### config.mk
export PLATFORM = sky130hd
export DESIGN_NAME = mw_eeprom_host
export DESIGN_NICKNAME = d
export VERILOG_FILES = /design/src/rtl/mwh_pkg.sv /design/src/rtl/mwh_sck_gen.sv /design/src/rtl/mwh_cycle_timer.sv /design/src/rtl/mw_eeprom_host.sv
export SDC_FILE = /design/constraint.sdc
export NUM_CORES = 1
export LEC_CHECK = 0
export ABC_AREA = 1
export BUFFER_PORTS_ARGS = -buffer_cell sky130_fd_sc_hd__buf_2
export CAP_MARGIN = 10
export CORE_MARGIN = 10
export CORE_UTILIZATION = 53
export DETAILED_ROUTE_END_ITERATION = 6
export GPL_ROUTABILITY_DRIVEN = 0
export PLACE_DENSITY = 0.76
export RECOVER_POWER = 25
export SYNTH_ARGS = -nofsm -noshare
export SYNTH_HDL_FRONTEND = slang
export SYNTH_SLANG_ARGS = --single-unit
### constraint.sdc
create_clock -name clk -period 2.15 [get_ports clk]
set_input_delay 0.215 -clock clk [delete_from_list [all_inputs] [get_ports clk]]
set_output_delay 0.215 -clock clk [all_outputs]
set_load 0.05 [all_outputs]
### src/rtl/mwh_pkg.sv
package mwh_pkg;
  typedef enum logic [1:0] {
    OP_READ  = 2'd0,
    OP_BURST = 2'd1,
    OP_WRITE = 2'd2,
    OP_WRALL = 2'd3
  } mwh_op_e;

  localparam logic [1:0] DEV_RD    = 2'b10;
  localparam logic [1:0] DEV_WR    = 2'b01;
  localparam logic [1:0] DEV_EXT   = 2'b00;
  localparam logic [1:0] EXT_WRALL = 2'b01;

  typedef enum logic [2:0] {
    S_IDLE,
    S_SHIFT,
    S_ENDF,
    S_GAP,
    S_POLL
  } mwh_state_e;
endpackage

### src/rtl/mwh_sck_gen.sv
module mwh_sck_gen #(
  parameter int DIV = 4
) (
  input  logic clk,
  input  logic rst,
  input  logic en,
  output logic rise_tick,
  output logic fall_tick
);
  localparam int CW = $clog2(DIV + 1);

  logic [CW-1:0] cnt;
  logic          phase;
  logic          hit;

  assign hit = en && (cnt == CW'(DIV - 1));

  always_ff @(posedge clk) begin
    if (rst || !en) begin
      cnt   <= '0;
      phase <= 1'b0;
    end else if (hit) begin
      cnt   <= '0;
      phase <= ~phase;
    end else begin
      cnt <= cnt + CW'(1);
    end
  end

  assign rise_tick = hit && !phase;
  assign fall_tick = hit && phase;
endmodule

### src/rtl/mwh_cycle_timer.sv
module mwh_cycle_timer #(
  parameter int W = 8
) (
  input  logic         clk,
  input  logic         rst,
  input  logic         clr,
  input  logic [W-1:0] limit,
  output logic         hit
);
  logic [W-1:0] cnt;

  always_ff @(posedge clk) begin
    if (rst || clr) cnt <= '0;
    else if (cnt < limit) cnt <= cnt + W'(1);
  end

  assign hit = (cnt >= limit);
endmodule

### src/rtl/mw_eeprom_host.sv
module mw_eeprom_host
  import mwh_pkg::*;
#(
  parameter int DIV         = 4,
  parameter int AW          = 10,
  parameter int DW          = 16,
  parameter int LW          = 8,
  parameter int GAP_CYC     = 4,
  parameter int TIMEOUT_CYC = 200000
) (
  input  logic          clk,
  input  logic          rst,
  input  logic          req_valid,
  output logic          req_ready,
  input  logic [1:0]    req_op,
  input  logic [AW-1:0] req_addr,
  input  logic [DW-1:0] req_wdata,
  input  logic [LW-1:0] req_len,
  output logic [DW-1:0] rsp_rdata,
  output logic          rsp_rvalid,
  output logic          rsp_done,
  output logic          rsp_err,
  output logic          mw_cs,
  output logic          mw_sck,
  output logic          mw_di,
  input  logic          mw_do
);
  localparam int HDR  = 3 + AW;
  localparam int FL   = HDR + DW;
  localparam int CW   = $clog2(FL + 1);
  localparam int WBW  = $clog2(DW);
  localparam int TMAX = (TIMEOUT_CYC > GAP_CYC) ? TIMEOUT_CYC : GAP_CYC;
  localparam int TW   = $clog2(TMAX + 1);

  mwh_state_e    state;
  logic [FL-1:0] frame, sr;
  logic [CW-1:0] rises;
  logic [WBW-1:0] wbit;
  logic [DW-1:0] rx;
  logic [LW-1:0] words;
  logic          is_wr, polled, err_pend, tmr_clr;
  logic          rise_tick, fall_tick, tmr_hit, tmr_done;
  logic [TW-1:0] tmr_lim;

  mwh_sck_gen #(.DIV(DIV)) u_sck (
    .clk       (clk),
    .rst       (rst),
    .en        ((state == S_SHIFT) || (state == S_ENDF)),
    .rise_tick (rise_tick),
    .fall_tick (fall_tick)
  );

  assign tmr_lim = (state == S_POLL) ? TW'(TIMEOUT_CYC - 1) : TW'(GAP_CYC - 1);

  mwh_cycle_timer #(.W(TW)) u_tmr (
    .clk   (clk),
    .rst   (rst),
    .clr   (tmr_clr),
    .limit (tmr_lim),
    .hit   (tmr_hit)
  );

  assign tmr_done  = tmr_hit && !tmr_clr;
  assign req_ready = (state == S_IDLE);

  always_comb begin
    case (req_op)
      OP_WRITE: frame = {1'b1, DEV_WR, req_addr, req_wdata};
      OP_WRALL: frame = {1'b1, DEV_EXT, EXT_WRALL, {(AW-2){1'b0}}, req_wdata};
      default:  frame = {1'b1, DEV_RD, req_addr, {DW{1'b0}}};
    endcase
  end

  always_ff @(posedge clk) begin
    if (rst) begin
      state      <= S_IDLE;
      mw_cs      <= 1'b0;
      mw_sck     <= 1'b0;
      mw_di      <= 1'b0;
      sr         <= '0;
      rises      <= '0;
      wbit       <= '0;
      rx         <= '0;
      words      <= '0;
      is_wr      <= 1'b0;
      polled     <= 1'b0;
      err_pend   <= 1'b0;
      tmr_clr    <= 1'b1;
      rsp_rdata  <= '0;
      rsp_rvalid <= 1'b0;
      rsp_done   <= 1'b0;
      rsp_err    <= 1'b0;
    end else begin
      rsp_rvalid <= 1'b0;
      rsp_done   <= 1'b0;
      rsp_err    <= 1'b0;
      tmr_clr    <= 1'b0;
      case (state)
        S_IDLE: begin
          if (req_valid) begin
            mw_cs    <= 1'b1;
            mw_di    <= frame[FL-1];
            sr       <= {frame[FL-2:0], 1'b0};
            rises    <= '0;
            wbit     <= '0;
            is_wr    <= req_op[1];
            polled   <= 1'b0;
            err_pend <= 1'b0;
            if (req_op == OP_BURST && req_len != '0) words <= req_len;
            else words <= LW'(1);
            state    <= S_SHIFT;
          end
        end
        S_SHIFT: begin
          if (fall_tick) begin
            mw_sck <= 1'b0;
            mw_di  <= sr[FL-1];
            sr     <= {sr[FL-2:0], 1'b0};
          end
          if (rise_tick) begin
            mw_sck <= 1'b1;
            if (rises != CW'(FL)) rises <= rises + CW'(1);
            if (is_wr) begin
              if (rises == CW'(FL - 1)) state <= S_ENDF;
            end else if (rises >= CW'(HDR + 1)) begin
              rx <= {rx[DW-2:0], mw_do};
              if (wbit == WBW'(DW - 1)) begin
                wbit       <= '0;
                rsp_rdata  <= {rx[DW-2:0], mw_do};
                rsp_rvalid <= 1'b1;
                words      <= words - LW'(1);
                if (words == LW'(1)) state <= S_ENDF;
              end else begin
                wbit <= wbit + WBW'(1);
              end
            end
          end
        end
        S_ENDF: begin
          if (fall_tick) begin
            mw_sck  <= 1'b0;
            mw_cs   <= 1'b0;
            mw_di   <= 1'b0;
            tmr_clr <= 1'b1;
            state   <= S_GAP;
          end
        end
        S_GAP: begin
          if (tmr_done) begin
            if (is_wr && !polled) begin
              mw_cs   <= 1'b1;
              tmr_clr <= 1'b1;
              state   <= S_POLL;
            end else begin
              rsp_done <= 1'b1;
              rsp_err  <= err_pend;
              state    <= S_IDLE;
            end
          end
        end
        S_POLL: begin
          if (mw_do || tmr_done) begin
            err_pend <= !mw_do;
            mw_cs    <= 1'b0;
            polled   <= 1'b1;
            tmr_clr  <= 1'b1;
            state    <= S_GAP;
          end
        end
        default: state <= S_IDLE;
      endcase
    end
  end
endmodule

==> out/results.txt <==
outcome - finished with violations
failing checks - setup timing
Power Density - 994 nW/µm²
Placed Cells - 940
Final ANT Viol Nets - 0
clock network power share - 20.9%
slowest stage cell, crit path - dfxtp_2
Initial Util - 55.0%
placed inst area - 5990 µm²
Synth top area share - 40.9%
Detailed Place HPWL - 9520 µm
f_max - 454 MHz
Max Cap Viol - 0
layout cell share with drive strength beyond 1 - 17.4%
Yosys reg bits - 111
Ports - 63
Num CTS Buffers - 9
leading area contributor after synthesis - dfxtp_1
Total Power - 6410 µW
Clk pin slew, worst setup/hold paths - 0.11 ns
clock period minus worst slack - 2.20 ns
setup TNS - -0.259 ns
RSZ-0062 raised after global routing - yes
Row Count - 36
post-synth cell types - 43
Peak VDD IR - 732 µV
Commonest cells post-synth - nand2_1 (136), dfxtp_1 (111), nor2_1 (80)
Setup WS post-layout - -0.0547 ns
top cell family by delay on the critical path - simple AND/OR/NAND/NOR gates
Die Span Y - 121 µm
first-pass GRT wire length - 22700 µm
Final Skew - 0.0153 ns
core footprint - 9860 µm²
most frequent cell after synthesis - nand2_1
syn nets - 809
initial antenna violation count - 0
Sw Share - 39.7%
Final nets - 882
CP max stage delay - 0.35 ns
TritonCTS clock tree - done
Post-synth ARST share - 0%
Arr. time, crit path - 2.50 ns
Rel. slew slack - 56.0%
largest net degree at the start of global routing - 44
Die Wd - 121 µm
initial DRC count - 321
root buf cell - clkbuf_8
Clock Latency Late Sink - 0.40 ns
total grt overflow - 0
final setup fails - 7
sequential share of power - 39.9%
Ys Warns - 0
Area Overhead vs Synth - 18.9%
Mapped Cells - 750
CP Capture Type - flop
post-synthesis sequential area ratio - 40.9%
Finished Layout Cells - 961
CP Max Fanout - 6
vias in the first global route - 5088
Crit Path Class - flop to flop
CTS max path bufs - 2
Antenna diodes - 0
DRC - 0
Buf+Inv Stages, Crit Path - 1
Net Sw Power - 2540 µW
leak pwr - 0.00261 µW
EDFF count, synth - 0
Critical Path, Cell by Cell - nor2_4, nand2_2, ha_1, nand2_2, inv_1, nand2_1, nor2_2, nand4_1, nand3_4, nor3_4, nand4_1, nand2_1, nor2_1
fin area - 6450 µm²
crit start category - flop
Reg2Reg Setup Slack - -0.05 ns
port bufs - 62
final hold violations - 0
Netlist Area Pre-Place - 5430 µm²
HP Class - input port to flop
max-slew violation count - 0
GRT Resource Usage Total - 18.3%
Gate power share - 39.2%
Pint - 3870 µW
H-tree levels - 3
Sink Count - 111
prevailing post-synth register cell - dfxtp_1
syn avg cell area - 7.24 µm²
DR pass1 iterations - 5
drt wl/cell - 14.2 µm
Die ar. - 14700 µm²
DR vias/cell - 5.48
DR vias - 5264
Worst-Margin Slew - 0.663 ns
most area-consuming cells after synthesis - dfxtp_1 (41%), nand2_1 (9.4%), o21ai_0 (6.6%)
period utilization - 103%
total wire length - 13600 µm
Required @ worst endpoint - 2.45 ns
final timing paths:
kind | startpoint | endpoint | cells past startpoint
max | state[1] | u_tmr.cnt[8] | 13
min | req_wdata[0] | sr[1] | 3
max reg2reg | state[1] | u_tmr.cnt[8] | 13
min reg2reg | err_pend | rsp_err | 2
sequential cells by signal (all words and copies together) (netlist names), named ones only:
register / cells
err_pend: 1
polled: 1
rsp_done: 1
rx: 15
is_wr: 1
rsp_rdata: 16
mw_di: 1
mw_cs: 1
u_sck.phase: 1
u_tmr.cnt: 18
state: 3
wbit: 4
words: 8
tmr_clr: 1
rises: 5
u_sck.cnt: 3
rsp_err: 1
rsp_rvalid: 1
sr: 28
placed cells by master (no fill, tap or decap), types with 11 or more instances in the layout:
master / n
ha_1: 14
clkbuf_1: 22
nor2_1: 76
buf_2: 40
nand3_1: 56
dfxtp_1: 109
buf_4: 21
nand2_1: 126
inv_1: 76
o21ai_0: 70
a21oi_1: 40
nand4_1: 11
a31oi_1: 30
routing by layer:
metal  vias up  routed length, µm  global-route usage [%]
met4         0                188                    4.55
li1       2659                  -                       -
met1      2403               6060                    22.1
met5         -                  0                       0
met3        17                914                    6.05
met2       185               6480                    30.6
layout make-up:
| type | instances | area, µm² |
|---|---|---|
| clock buffer | 10 | 138 |
| clock inverter | 6 | 73.8 |
| fill | 852 | 3410 |
| inverter | 82 | 308 |
| multi-input combinational | 527 | 2970 |
| sequential | 111 | 2220 |
| tap | 133 | 166 |
| timing repair buffer | 92 | 573 |
power groups by stage:
stage          sequential (µW)  combinational, µW  clock, µW
3_5_place_dp              2580               2270          0
2_1_floorplan             2610               1670          0
6_report                  2560               2520       1340
5_1_grt                   2590               2770       1460
4_1_cts                   2540               2360       1380
3_3_place_gp              2570               2190          0
metrics by stage:
| step | hold WS [ns] | worst slack (ns) | utilization (%) |
|---|---|---|---|
| global placement | 0.408 | 0.0142 | 60.8 |
| floorplan | 0.318 | 0.0159 | - |
| detailed placement | 0.428 | -0.112 | 60.8 |
| CTS | 0.0548 | 0.00193 | 63.7 |
| global route | 0.0623 | -0.204 | 65.4 |
| finish | 0.0674 | -0.0547 | 65.4 |
timing repair:
action,4_1_cts,5_1_grt
gates resized for setup,11,37
cloned,0,2
buffers inserted,3,0
hold buffers,0,0
endpoints found under the hold margin,0,0
endpoints found under the setup margin,10,54
pin swaps,4,14
cells by family (layout without fill, tap and decap cells):
group	after synthesis	after routing	share of synthesized area, %
compound gates	171	171	17.5
xor+xnor	11	11	1.78
fa+ha+maj	19	19	4.38
buf+inv	113	190	8.23
flops	111	111	40.9
simple gates	325	326	27.1
worst register-to-register path, cell delays in order (launching register included):
cell     delay [ns]
dfxtp_2        0.35
nor2_4         0.17
nand2_2        0.13
ha_1           0.33
nand2_2        0.09
inv_1          0.04
nand2_1        0.07
nor2_2         0.05
nand4_1        0.12
nand3_4        0.17
nor3_4         0.31
nand4_1        0.14
nand2_1        0.10
nor2_1         0.04
(Power assumes the default switching activity.)
